[src/rtl/pgw_pkg.sv]
package pgw_pkg;

    localparam int unsigned VA_W        = 32;
    localparam int unsigned PA_W        = 32;
    localparam int unsigned OFFS_W      = 12;
    localparam int unsigned IDX_W       = 10;
    localparam int unsigned ENTRY_SHIFT = 2;
    localparam int unsigned CPL_W       = 2;
    localparam int unsigned CODE_W      = 3;

    localparam int unsigned FRAME_W     = PA_W - OFFS_W;
    localparam int unsigned DIR_LSB     = OFFS_W + IDX_W;

    // attribute flag positions inside an entry
    localparam int unsigned FLAG_PRESENT = 0;
    localparam int unsigned FLAG_WRITE   = 1;
    localparam int unsigned FLAG_USER    = 2;

    // fault code bit positions
    localparam int unsigned CODE_PROT   = 0;
    localparam int unsigned CODE_WRITE  = 1;
    localparam int unsigned CODE_USER   = 2;

    localparam logic [CPL_W-1:0] USER_CPL = 2'd3;

    typedef enum logic [2:0] {
        WALK_IDLE,
        WALK_DIR_ISSUE,
        WALK_DIR_WAIT,
        WALK_TBL_ISSUE,
        WALK_TBL_WAIT,
        WALK_REPORT
    } walk_state_e;

    typedef struct packed {
        logic is_write;
        logic is_user;
    } access_t;

endpackage

[src/rtl/pgw_root_reg.sv]
module pgw_root_reg
    import pgw_pkg::*;
(
    input  logic               clk,
    input  logic               rst_n,
    input  logic               load_en,
    input  logic [PA_W-1:0]    load_data,
    input  logic               busy,
    output logic [FRAME_W-1:0] root_frame
);

    logic [FRAME_W-1:0] frame_q;

    always_ff @(posedge clk or negedge rst_n) begin
        if (!rst_n) begin
            frame_q <= '0;
        end else if (load_en && !busy) begin
            frame_q <= load_data[PA_W-1:OFFS_W];
        end
    end

    assign root_frame = frame_q;


    root_hold_chk: assert property (@(posedge clk) disable iff (!rst_n)
        (load_en && busy) |=> $stable(frame_q));

endmodule

[src/rtl/pgw_entry_check.sv]
module pgw_entry_check
    import pgw_pkg::*;
(
    input  logic [OFFS_W-1:0] flags,
    input  access_t           acc,
    output logic              not_present,
    output logic              prot_fault
);

    logic user_denied;
    logic write_denied;

    always_comb begin
        not_present  = !flags[FLAG_PRESENT];
        user_denied  = acc.is_user && !flags[FLAG_USER];
        write_denied = acc.is_user && acc.is_write && !flags[FLAG_WRITE];
        prot_fault   = !not_present && (user_denied || write_denied);
    end

endmodule

[src/rtl/pgw_addr_sel.sv]
module pgw_addr_sel
    import pgw_pkg::*;
(
    input  logic               sel_table,
    input  logic [FRAME_W-1:0] root_frame,
    input  logic [FRAME_W-1:0] dir_frame,
    input  logic [IDX_W-1:0]   dir_idx,
    input  logic [IDX_W-1:0]   tbl_idx,
    output logic [PA_W-1:0]    rd_addr
);

    always_comb begin
        if (sel_table) begin
            rd_addr = {dir_frame, tbl_idx, {ENTRY_SHIFT{1'b0}}};
        end else begin
            rd_addr = {root_frame, dir_idx, {ENTRY_SHIFT{1'b0}}};
        end
    end

endmodule

[src/rtl/pgw_walker.sv]
module pgw_walker
    import pgw_pkg::*;
(
    input  logic              clk,
    input  logic              rst_n,
    input  logic              root_wr_en,
    input  logic [PA_W-1:0]   root_wr_data,
    input  logic              req_valid,
    input  logic [VA_W-1:0]   req_vaddr,
    input  logic              req_write,
    input  logic [CPL_W-1:0]  req_cpl,
    output logic              req_ready,
    output logic              mem_rd_req,
    output logic [PA_W-1:0]   mem_rd_addr,
    input  logic              mem_rsp_valid,
    input  logic [PA_W-1:0]   mem_rsp_data,
    output logic              rsp_valid,
    output logic              rsp_fault,
    output logic [CODE_W-1:0] rsp_fault_code,
    output logic [PA_W-1:0]   rsp_paddr
);

    walk_state_e        state_q, state_d;
    logic [VA_W-1:0]    vaddr_q;
    access_t            acc_q;
    logic [FRAME_W-1:0] dir_frame_q;
    logic [FRAME_W-1:0] root_frame;
    logic               res_fault_q;
    logic [CODE_W-1:0]  res_code_q;
    logic [PA_W-1:0]    res_paddr_q;

    logic               accept;
    logic               busy;
    logic               ent_not_present;
    logic               ent_prot;
    logic               ent_fault;
    logic [CODE_W-1:0]  fault_code;

    assign accept    = (state_q == WALK_IDLE) && req_valid;
    assign busy      = (state_q != WALK_IDLE);
    assign ent_fault = ent_not_present || ent_prot;

    pgw_root_reg u_root (
        .clk        (clk),
        .rst_n      (rst_n),
        .load_en    (root_wr_en),
        .load_data  (root_wr_data),
        .busy       (busy),
        .root_frame (root_frame)
    );

    pgw_entry_check u_check (
        .flags       (mem_rsp_data[OFFS_W-1:0]),
        .acc         (acc_q),
        .not_present (ent_not_present),
        .prot_fault  (ent_prot)
    );

    pgw_addr_sel u_addr (
        .sel_table  (state_q == WALK_TBL_ISSUE),
        .root_frame (root_frame),
        .dir_frame  (dir_frame_q),
        .dir_idx    (vaddr_q[VA_W-1:DIR_LSB]),
        .tbl_idx    (vaddr_q[DIR_LSB-1:OFFS_W]),
        .rd_addr    (mem_rd_addr)
    );

    always_comb begin
        fault_code             = '0;
        fault_code[CODE_PROT]  = !ent_not_present;
        fault_code[CODE_WRITE] = acc_q.is_write;
        fault_code[CODE_USER]  = acc_q.is_user;
    end

    // next-state logic
    always_comb begin
        state_d = state_q;
        unique case (state_q)
            WALK_IDLE:      if (req_valid) state_d = WALK_DIR_ISSUE;
            WALK_DIR_ISSUE: state_d = WALK_DIR_WAIT;
            WALK_DIR_WAIT: begin
                if (mem_rsp_valid) begin
                    state_d = ent_fault ? WALK_REPORT : WALK_TBL_ISSUE;
                end
            end
            WALK_TBL_ISSUE: state_d = WALK_TBL_WAIT;
            WALK_TBL_WAIT:  if (mem_rsp_valid) state_d = WALK_REPORT;
            WALK_REPORT:    state_d = WALK_IDLE;
            default:        state_d = WALK_IDLE;
        endcase
    end

    // state register
    always_ff @(posedge clk or negedge rst_n) begin
        if (!rst_n) begin
            state_q <= WALK_IDLE;
        end else begin
            state_q <= state_d;
        end
    end

    // walk context and result registers
    always_ff @(posedge clk or negedge rst_n) begin
        if (!rst_n) begin
            vaddr_q     <= '0;
            acc_q       <= '0;
            dir_frame_q <= '0;
            res_fault_q <= 1'b0;
            res_code_q  <= '0;
            res_paddr_q <= '0;
        end else if (accept) begin
            vaddr_q        <= req_vaddr;
            acc_q.is_write <= req_write;
            acc_q.is_user  <= (req_cpl == USER_CPL);
            res_fault_q    <= 1'b0;
            res_code_q     <= '0;
            res_paddr_q    <= '0;
        end else if (mem_rsp_valid && (state_q == WALK_DIR_WAIT)) begin
            dir_frame_q <= mem_rsp_data[PA_W-1:OFFS_W];
            if (ent_fault) begin
                res_fault_q <= 1'b1;
                res_code_q  <= fault_code;
            end
        end else if (mem_rsp_valid && (state_q == WALK_TBL_WAIT)) begin
            if (ent_fault) begin
                res_fault_q <= 1'b1;
                res_code_q  <= fault_code;
            end else begin
                res_paddr_q <= {mem_rsp_data[PA_W-1:OFFS_W], vaddr_q[OFFS_W-1:0]};
            end
        end
    end

    // outputs
    always_comb begin
        req_ready      = (state_q == WALK_IDLE);
        mem_rd_req     = (state_q == WALK_DIR_ISSUE) || (state_q == WALK_TBL_ISSUE);
        rsp_valid      = (state_q == WALK_REPORT);
        rsp_fault      = res_fault_q;
        rsp_fault_code = res_code_q;
        rsp_paddr      = res_paddr_q;
    end


    rsp_pulse_chk: assert property (@(posedge clk) disable iff (!rst_n)
        rsp_valid |=> !rsp_valid);


    accept_busy_chk: assert property (@(posedge clk) disable iff (!rst_n)
        (req_ready && req_valid) |=> !req_ready);


    rd_pulse_chk: assert property (@(posedge clk) disable iff (!rst_n)
        mem_rd_req |=> !mem_rd_req);


    dir_absent_stop_chk: assert property (@(posedge clk) disable iff (!rst_n)
        ((state_q == WALK_DIR_WAIT) && mem_rsp_valid && !mem_rsp_data[FLAG_PRESENT])
        |=> (rsp_valid && !mem_rd_req));


    offset_keep_chk: assert property (@(posedge clk) disable iff (!rst_n)
        (rsp_valid && !rsp_fault) |->
        ((rsp_paddr[OFFS_W-1:0] == vaddr_q[OFFS_W-1:0]) && (rsp_fault_code == '0)));

endmodule

[config.mk]
export PLATFORM = sky130hd
export DESIGN_NAME = pgw_walker
export DESIGN_NICKNAME = d
export VERILOG_FILES = /design/src/rtl/pgw_pkg.sv /design/src/rtl/pgw_root_reg.sv /design/src/rtl/pgw_entry_check.sv /design/src/rtl/pgw_addr_sel.sv /design/src/rtl/pgw_walker.sv
export SDC_FILE = /design/constraint.sdc
export NUM_CORES = 1
export LEC_CHECK = 0
export ABC_AREA = 1
export BUFFER_PORTS_ARGS = -buffer_cell sky130_fd_sc_hd__clkbuf_2
export CAP_MARGIN = 20
export CORE_MARGIN = 5
export CORE_UTILIZATION = 50
export CTS_CLUSTER_SIZE = 28
export DETAILED_ROUTE_END_ITERATION = 12
export MAX_ROUTING_LAYER = met4
export PLACE_DENSITY = 0.86
export REMOVE_ABC_BUFFERS = 1
export SLEW_MARGIN = 20
export SYNTH_ARGS = -nofsm -noshare
export SYNTH_HDL_FRONTEND = slang
export SYNTH_SLANG_ARGS = --single-unit
[constraint.sdc]
create_clock -name clk -period 1.75 [get_ports clk]
set_input_delay 0.175 -clock clk [delete_from_list [all_inputs] [get_ports clk]]
set_output_delay 0.175 -clock clk [all_outputs]
set_load 0.05 [all_outputs]
==> results.sh, run 1 <==
export IMPL_numPlacedInstances=870
export IMPL_antenna_found_initial=0
export IMPL_diodes=0
export IMPL_synth_area_um2=4900
export IMPL_yosys_warnings=0
export IMPL_synthTopCellsByArea="dfrtp_1 58%, nand2_1 19%, o21ai_0 5.5%"
export IMPL_clkPwrFrac_pct=22.5
export IMPL_startpoint_type="register"
export IMPL_syn_area_per_cell_um2=8.16
export IMPL_clock_path_buffers=2
export IMPL_finalClockSkew_ns=0.0110
export IMPL_min_period_ns=1.99
export IMPL_maxSlewViolCount=0
export IMPL_yosys_top_cells_count="248 x nand2_1, 113 x dfrtp_1, 62 x inv_1"
export IMPL_finalWorstSetupSlack_ns=-0.245
export IMPL_ys_seq_area_share_pct=57.7
export IMPL_run_status="complete, but fails checks"
export IMPL_drtIter0Drc=540
export IMPL_routabilityCongestion=0.845
export IMPL_intPower_uw=9490
export IMPL_clk_pin_slew_worst_paths_ns=0.06
export IMPL_place_ws_ns=0.185
export IMPL_holdCritPathClass="input pin to register"
export IMPL_pwr_share_comb_pct=51.3
export IMPL_hold_viol=0
export IMPL_required_ns=1.57
export IMPL_fmax_mhz=501
export IMPL_synth_seq_cells=113
export IMPL_yosysMostFrequentCell="nand2_1"
export IMPL_grt_max_degree=53
export IMPL_cp_arrival_ns=1.82
export IMPL_power_density_nw_per_um2=2110
export IMPL_finalNonFillerCells=988
export IMPL_dp_hpwl_um=8970
export IMPL_end_kind="output port"
export IMPL_syn2layout_area_growth_pct=65.3
export IMPL_nets=946
export IMPL_violations="negative setup slack"
export IMPL_viasPerCell=5.38
export IMPL_drt_pass1_iter_count=7
export IMPL_grt_use_total_pct=30.9
export IMPL_ys_async_sr_fraction_pct=100
export IMPL_drive_above_1_share_pct=30.6
export IMPL_clk_insertion_delay_late_ns=0.52
export IMPL_setup_viol=32
export IMPL_routedWlPerCell_um=18.4
export IMPL_p_leak_uw=0.00434
export IMPL_peakVddDrop_v=0.00133
export IMPL_path_class="register to output port"
export IMPL_fp_row_count=36
export IMPL_core_um2=9680
export IMPL_cts_tree="built"
export IMPL_synth_area_leader_cell="dfrtp_1"
export IMPL_wl_um=18200
export IMPL_synth_cells=601
export IMPL_whs_ns=0.0329
export IMPL_tightest_slew_ns=0.517
export IMPL_drcViolationCount=0
export IMPL_seq_power_share_pct=26.2
export IMPL_grt_setup_unrepaired="true"
export IMPL_drv_cap=0
export IMPL_vias=5320
export IMPL_cts_buffers=17
export IMPL_grt_pass1_wl_um=26700
export IMPL_path_max_fanout=6
export IMPL_synth_cell_type_count=20
export IMPL_cts_sinks=113
export IMPL_synth_enable_flop_cells=0
export IMPL_grt_pass1_vias=5423
export IMPL_ioPinCount=175
export IMPL_h_tree_depth=4
export IMPL_p_sw_uw=7580
export IMPL_cts_root_buf="clkbuf_8"
export IMPL_ys_flop_type="dfrtp_1"
export IMPL_finalPower_uw=17100
export IMPL_die_h_um=109
export IMPL_drtAntennaViolNets=0
export IMPL_die_w_um=109
export IMPL_overflow=0
export IMPL_synth_top_cell_area_share_pct=57.7
export IMPL_relSlewSlack_pct=65.6
export IMPL_io_buffers=151
export IMPL_switching_share_pct=44.4
export IMPL_min_period_over_period_pct=114
export IMPL_die_area_um2=11900
export IMPL_initial_core_util_pct=50.6
-- cell usage in the layout, fill, tap and decap left out, types with 5 or more instances in the layout --
master         Yosys  final
buf_12             0     13
buf_4              5     13
buf_6              0      5
buf_8              0     23
bufinv_16          0      5
clkbuf_16          0     16
clkbuf_2           0    117
clkbuf_8           0      9
dfrtp_1          113    112
dlygate4sd3_1      0     77
inv_1             62     61
nand2_1          248    224
nand2_2            0     20
nand3_1           46     46
nand3b_1           5      5
nor2_1             7      5
o21ai_0           54     33
o21ai_1           20     23
o21ai_2            0      6
o21ai_4            0     12
-- cell type report --
class | count | area, um^2
clock inverters | 9 | 175
fillers | 477 | 1580
flip-flops and latches | 113 | 2830
inverters | 63 | 236
repair buffers | 256 | 2280
clock buffers | 23 | 487
multi-input cells | 391 | 1930
well taps | 133 | 166
-- sequential cells by signal, indices dropped and copies added (netlist names) --
signal and count:
dir_frame_q 20, state_q 3, rsp_fault_code 3, acc_q 2
rsp_paddr 32, u_root.root_frame 20, vaddr_q 32, rsp_fault 1
-- cells by family after synthesis --
group                  after synthesis  share of synthesized area [%]
AO/OA/AOI/OAI                       75                           7.66
buffers and inverters               98                           8.24
flip-flops                         113                           57.7
other                                1                         0.0765
AND/OR/NAND/NOR                    314                           26.3
-- through the flow --
step	TNS [ns]	util, %	area [um^2]
2_1_floorplan	-116.02	-	4740
3_3_place_gp	0	61.8	5990
3_5_place_dp	0	61.8	5990
4_1_cts	-3.80	82.4	7980
5_1_grt	-5.52	83.7	8100
6_report	-3.76	83.7	8100
-- final timing paths --
check,cells after the start,endpoint,start,slack [ns]
max in group asynchronous,3,rsp_paddr[19],rst_n,0.99
worst min-delay path,4,rsp_fault,mem_rsp_data[0],0.03
worst max-delay path,7,mem_rd_addr[18],state_q[0],-0.24
min in group asynchronous,2,rsp_paddr[7],rst_n,0.16
worst min register to register,2,rsp_paddr[27],rsp_paddr[27],0.47
worst max register to register,8,u_root.root_frame[19],state_q[2],0.05
-- critical path, cell delays in order, from the launching register on --
cell,delay [ns]
dfrtp_1,0.36
inv_2,0.06
nor2_4,0.14
nand2_4,0.08
buf_6,0.14
buf_16,0.15
o21ai_4,0.19
buf_8,0.18
-- power groups by stage --
stage	logic [uW]	registers, uW	clock network, uW
final	8750	4480	3840
after global placement	6430	4290	0
after CTS	8090	4370	3820
after detailed placement	6620	4380	0
after global routing	9180	4560	3980
after floorplan	3430	5280	0
-- layer usage --
metal	vias to the layer above	wire [um]	global-route usage, %
li1	2353	-	-
met1	2545	6170	32.1
met2	348	9790	56.4
met3	74	1550	6.75
met4	0	659	12.6
met5	-	0	-
-- repair_timing --
action / 4_1_cts / 5_1_grt
resized for setup: 120 / 49
endpoints found under the setup margin: 33 / 39
hold buffers: 77 / 0
hold endpoints to repair: 208 / 0
setup buffers: 7 / 1
cloned: 4 / 0
pin swaps: 4 / 2
Power figures use the tool's default switching activity.
==> inputs of run 2 (changes only) <==
Settings changed: PLACE_DENSITY 0.86 to 0.8.
==> results.sh, run 2 (synthesized netlist as in run 1, its figures left out) <==
export IMPL_n_fill_cell=557
export IMPL_postPlaceCellArea_um2=5950
export IMPL_required_ns=1.57
export IMPL_die_h_um=109
export IMPL_reg2reg_from="state_q[1]"
export IMPL_overflow=0
export IMPL_fmax_mhz=501
export IMPL_maxSlewViolCount=0
export IMPL_startpoint_type="register"
export IMPL_initial_core_util_pct=50.6
export IMPL_violations="negative setup slack"
export IMPL_p_leak_uw=0.00425
export IMPL_setup_viol=32
export IMPL_wl_um=15500
export IMPL_run_status="complete, but fails checks"
export IMPL_drcViolationCount=0
export IMPL_grt_pass1_vias=5084
export IMPL_peakVddDrop_v=0.00134
export IMPL_layout_commonest_cell="nand2_1"
export IMPL_viasPerCell=5.00
export IMPL_cts_sinks=113
export IMPL_fp_row_count=36
export IMPL_io_buffers=151
export IMPL_cp_startpoint="state_q[2]"
export IMPL_cts_tree="built"
export IMPL_core_um2=9680
export IMPL_drtIter0Drc=274
export IMPL_clk_pin_slew_worst_paths_ns=0.06
export IMPL_path_max_fanout=21
export IMPL_clock_path_buffers=2
export IMPL_multi_input_area_um2=1810
export IMPL_vias=4946
export IMPL_finalWorstSetupSlack_ns=-0.247
export IMPL_min_period_ns=2.00
export IMPL_finalNonFillerCells=990
export IMPL_whs_ns=0.0356
export IMPL_numPlacedInstances=869
export IMPL_dp_hpwl_um=8440
export IMPL_syn2layout_area_growth_pct=59.6
export IMPL_die_area_um2=11900
export IMPL_fin_util_pct=80.8
export IMPL_path_class="register to output port"
export IMPL_hold_start="mem_rsp_data[0]"
export IMPL_cts_buffers=17
export IMPL_hold_viol=0
export IMPL_route_met3_wl_um=991
export IMPL_grt_setup_unrepaired="true"
export IMPL_h_tree_depth=4
export IMPL_route_met2_wl_um=8180
export IMPL_grt_pass1_wl_um=23800
export IMPL_tightest_slew_ns=0.601
export IMPL_ioPinCount=175
export IMPL_nets=949
export IMPL_routedWlPerCell_um=15.6
export IMPL_relSlewSlack_pct=59.9
export IMPL_drtAntennaViolNets=0
export IMPL_end_kind="output port"
export IMPL_grt_use_total_pct=26.7
export IMPL_routabilityCongestion=0.840
export IMPL_holdCritPathClass="input pin to register"
export IMPL_layout_common_cells="236 x nand2_1, 117 x clkbuf_2, 112 x dfrtp_1"
export IMPL_drv_cap=0
export IMPL_place_ws_ns=0.138
export IMPL_drive_above_1_share_pct=28.8
export IMPL_met1_length_um=6010
export IMPL_final_area_um2=7830
export IMPL_die_w_um=109
export IMPL_cp_arrival_ns=1.82
export IMPL_diodes=0
export IMPL_cts_root_buf="clkbuf_8"
export IMPL_min_period_over_period_pct=114
export IMPL_antenna_found_initial=0
export IMPL_clk_insertion_delay_late_ns=0.51
export IMPL_seq_area_um2=2830
export IMPL_finalClockSkew_ns=0.00999
export IMPL_drt_pass1_iter_count=5
export IMPL_power_density_nw_per_um2=2020
export IMPL_grt_max_degree=114
export IMPL_highest_layer="met4"
==> run 2: cell count changes in the layout (fill, tap and decap cells not counted), sizes merged <==
cell	previous run	this run
bufbuf	1	0
clkinv	2	5
buf	57	58
dlygate4sd3	77	78
clkinvlp	2	3
bufinv	5	2
==> run 2: per-stage QoR <==
stage	setup TNS [ns]	total power, uW
2_1_floorplan	-116.02	8700
3_3_place_gp	0	10700
3_5_place_dp	0	10900
4_1_cts	-4.47	15000
5_1_grt	-7.95	16600
6_report	-5.48	15800
==> run 2: worst paths after layout <==
| check | to | slack, ns | depth (start not counted) |
|---|---|---|---|
| setup / recovery | mem_rd_addr[16] | -0.25 | 5 |
| hold / removal | rsp_fault_code[0] | 0.04 | 4 |
| setup reg to reg | rsp_paddr[5] | 0.03 | 8 |
| hold reg to reg | rsp_paddr[2] | 0.47 | 2 |
| max in group asynchronous | state_q[1] | 0.96 | 3 |
| min in group asynchronous | rsp_paddr[1] | 0.30 | 3 |
==> run 2: per-layer routing <==
layer  GRT usage, %  vias up
met5              -        -
met3           7.64       29
li1               -     2365
met2           45.7      187
met4           9.56        0
met1           29.9     2365
==> run 2: final cells by class <==
class / instances / area share, %
multi-input combinational: 391 / 23.1
clock buffer: 21 / 5.74
sequential: 113 / 36.1
timing repair buffer: 259 / 28.4
inverter: 63 / 3.02
tap: 133 / 2.13
clock inverter: 10 / 1.42
==> run 2: worst max-delay path, cell delays in order (launching register included) <==
cell,delay [ns]
dfrtp_1,0.43
nor2_4,0.17
nand2_4,0.11
buf_12,0.18
o21ai_1,0.19
clkbuf_8,0.22
==> run 2: what timing repair did <==
item / in CTS / in global routing
buffers inserted: 2 / 9
hold buffers: 78 / 0
cloned: 1 / 1
gates resized for setup: 78 / 65
endpoints found under the hold margin: 208 / 0
setup endpoints to repair: 33 / 33
pin swaps: 0 / 8
==> run 2: where the power goes <==
| group | switching [uW] | leakage, uW | internal (uW) |
|---|---|---|---|
| combinational | 5270 | 0.00253 | 2870 |
| clock | 1190 | 0.000270 | 2080 |
| sequential | 616 | 0.00144 | 3760 |
| total | 7080 | 0.00425 | 8710 |
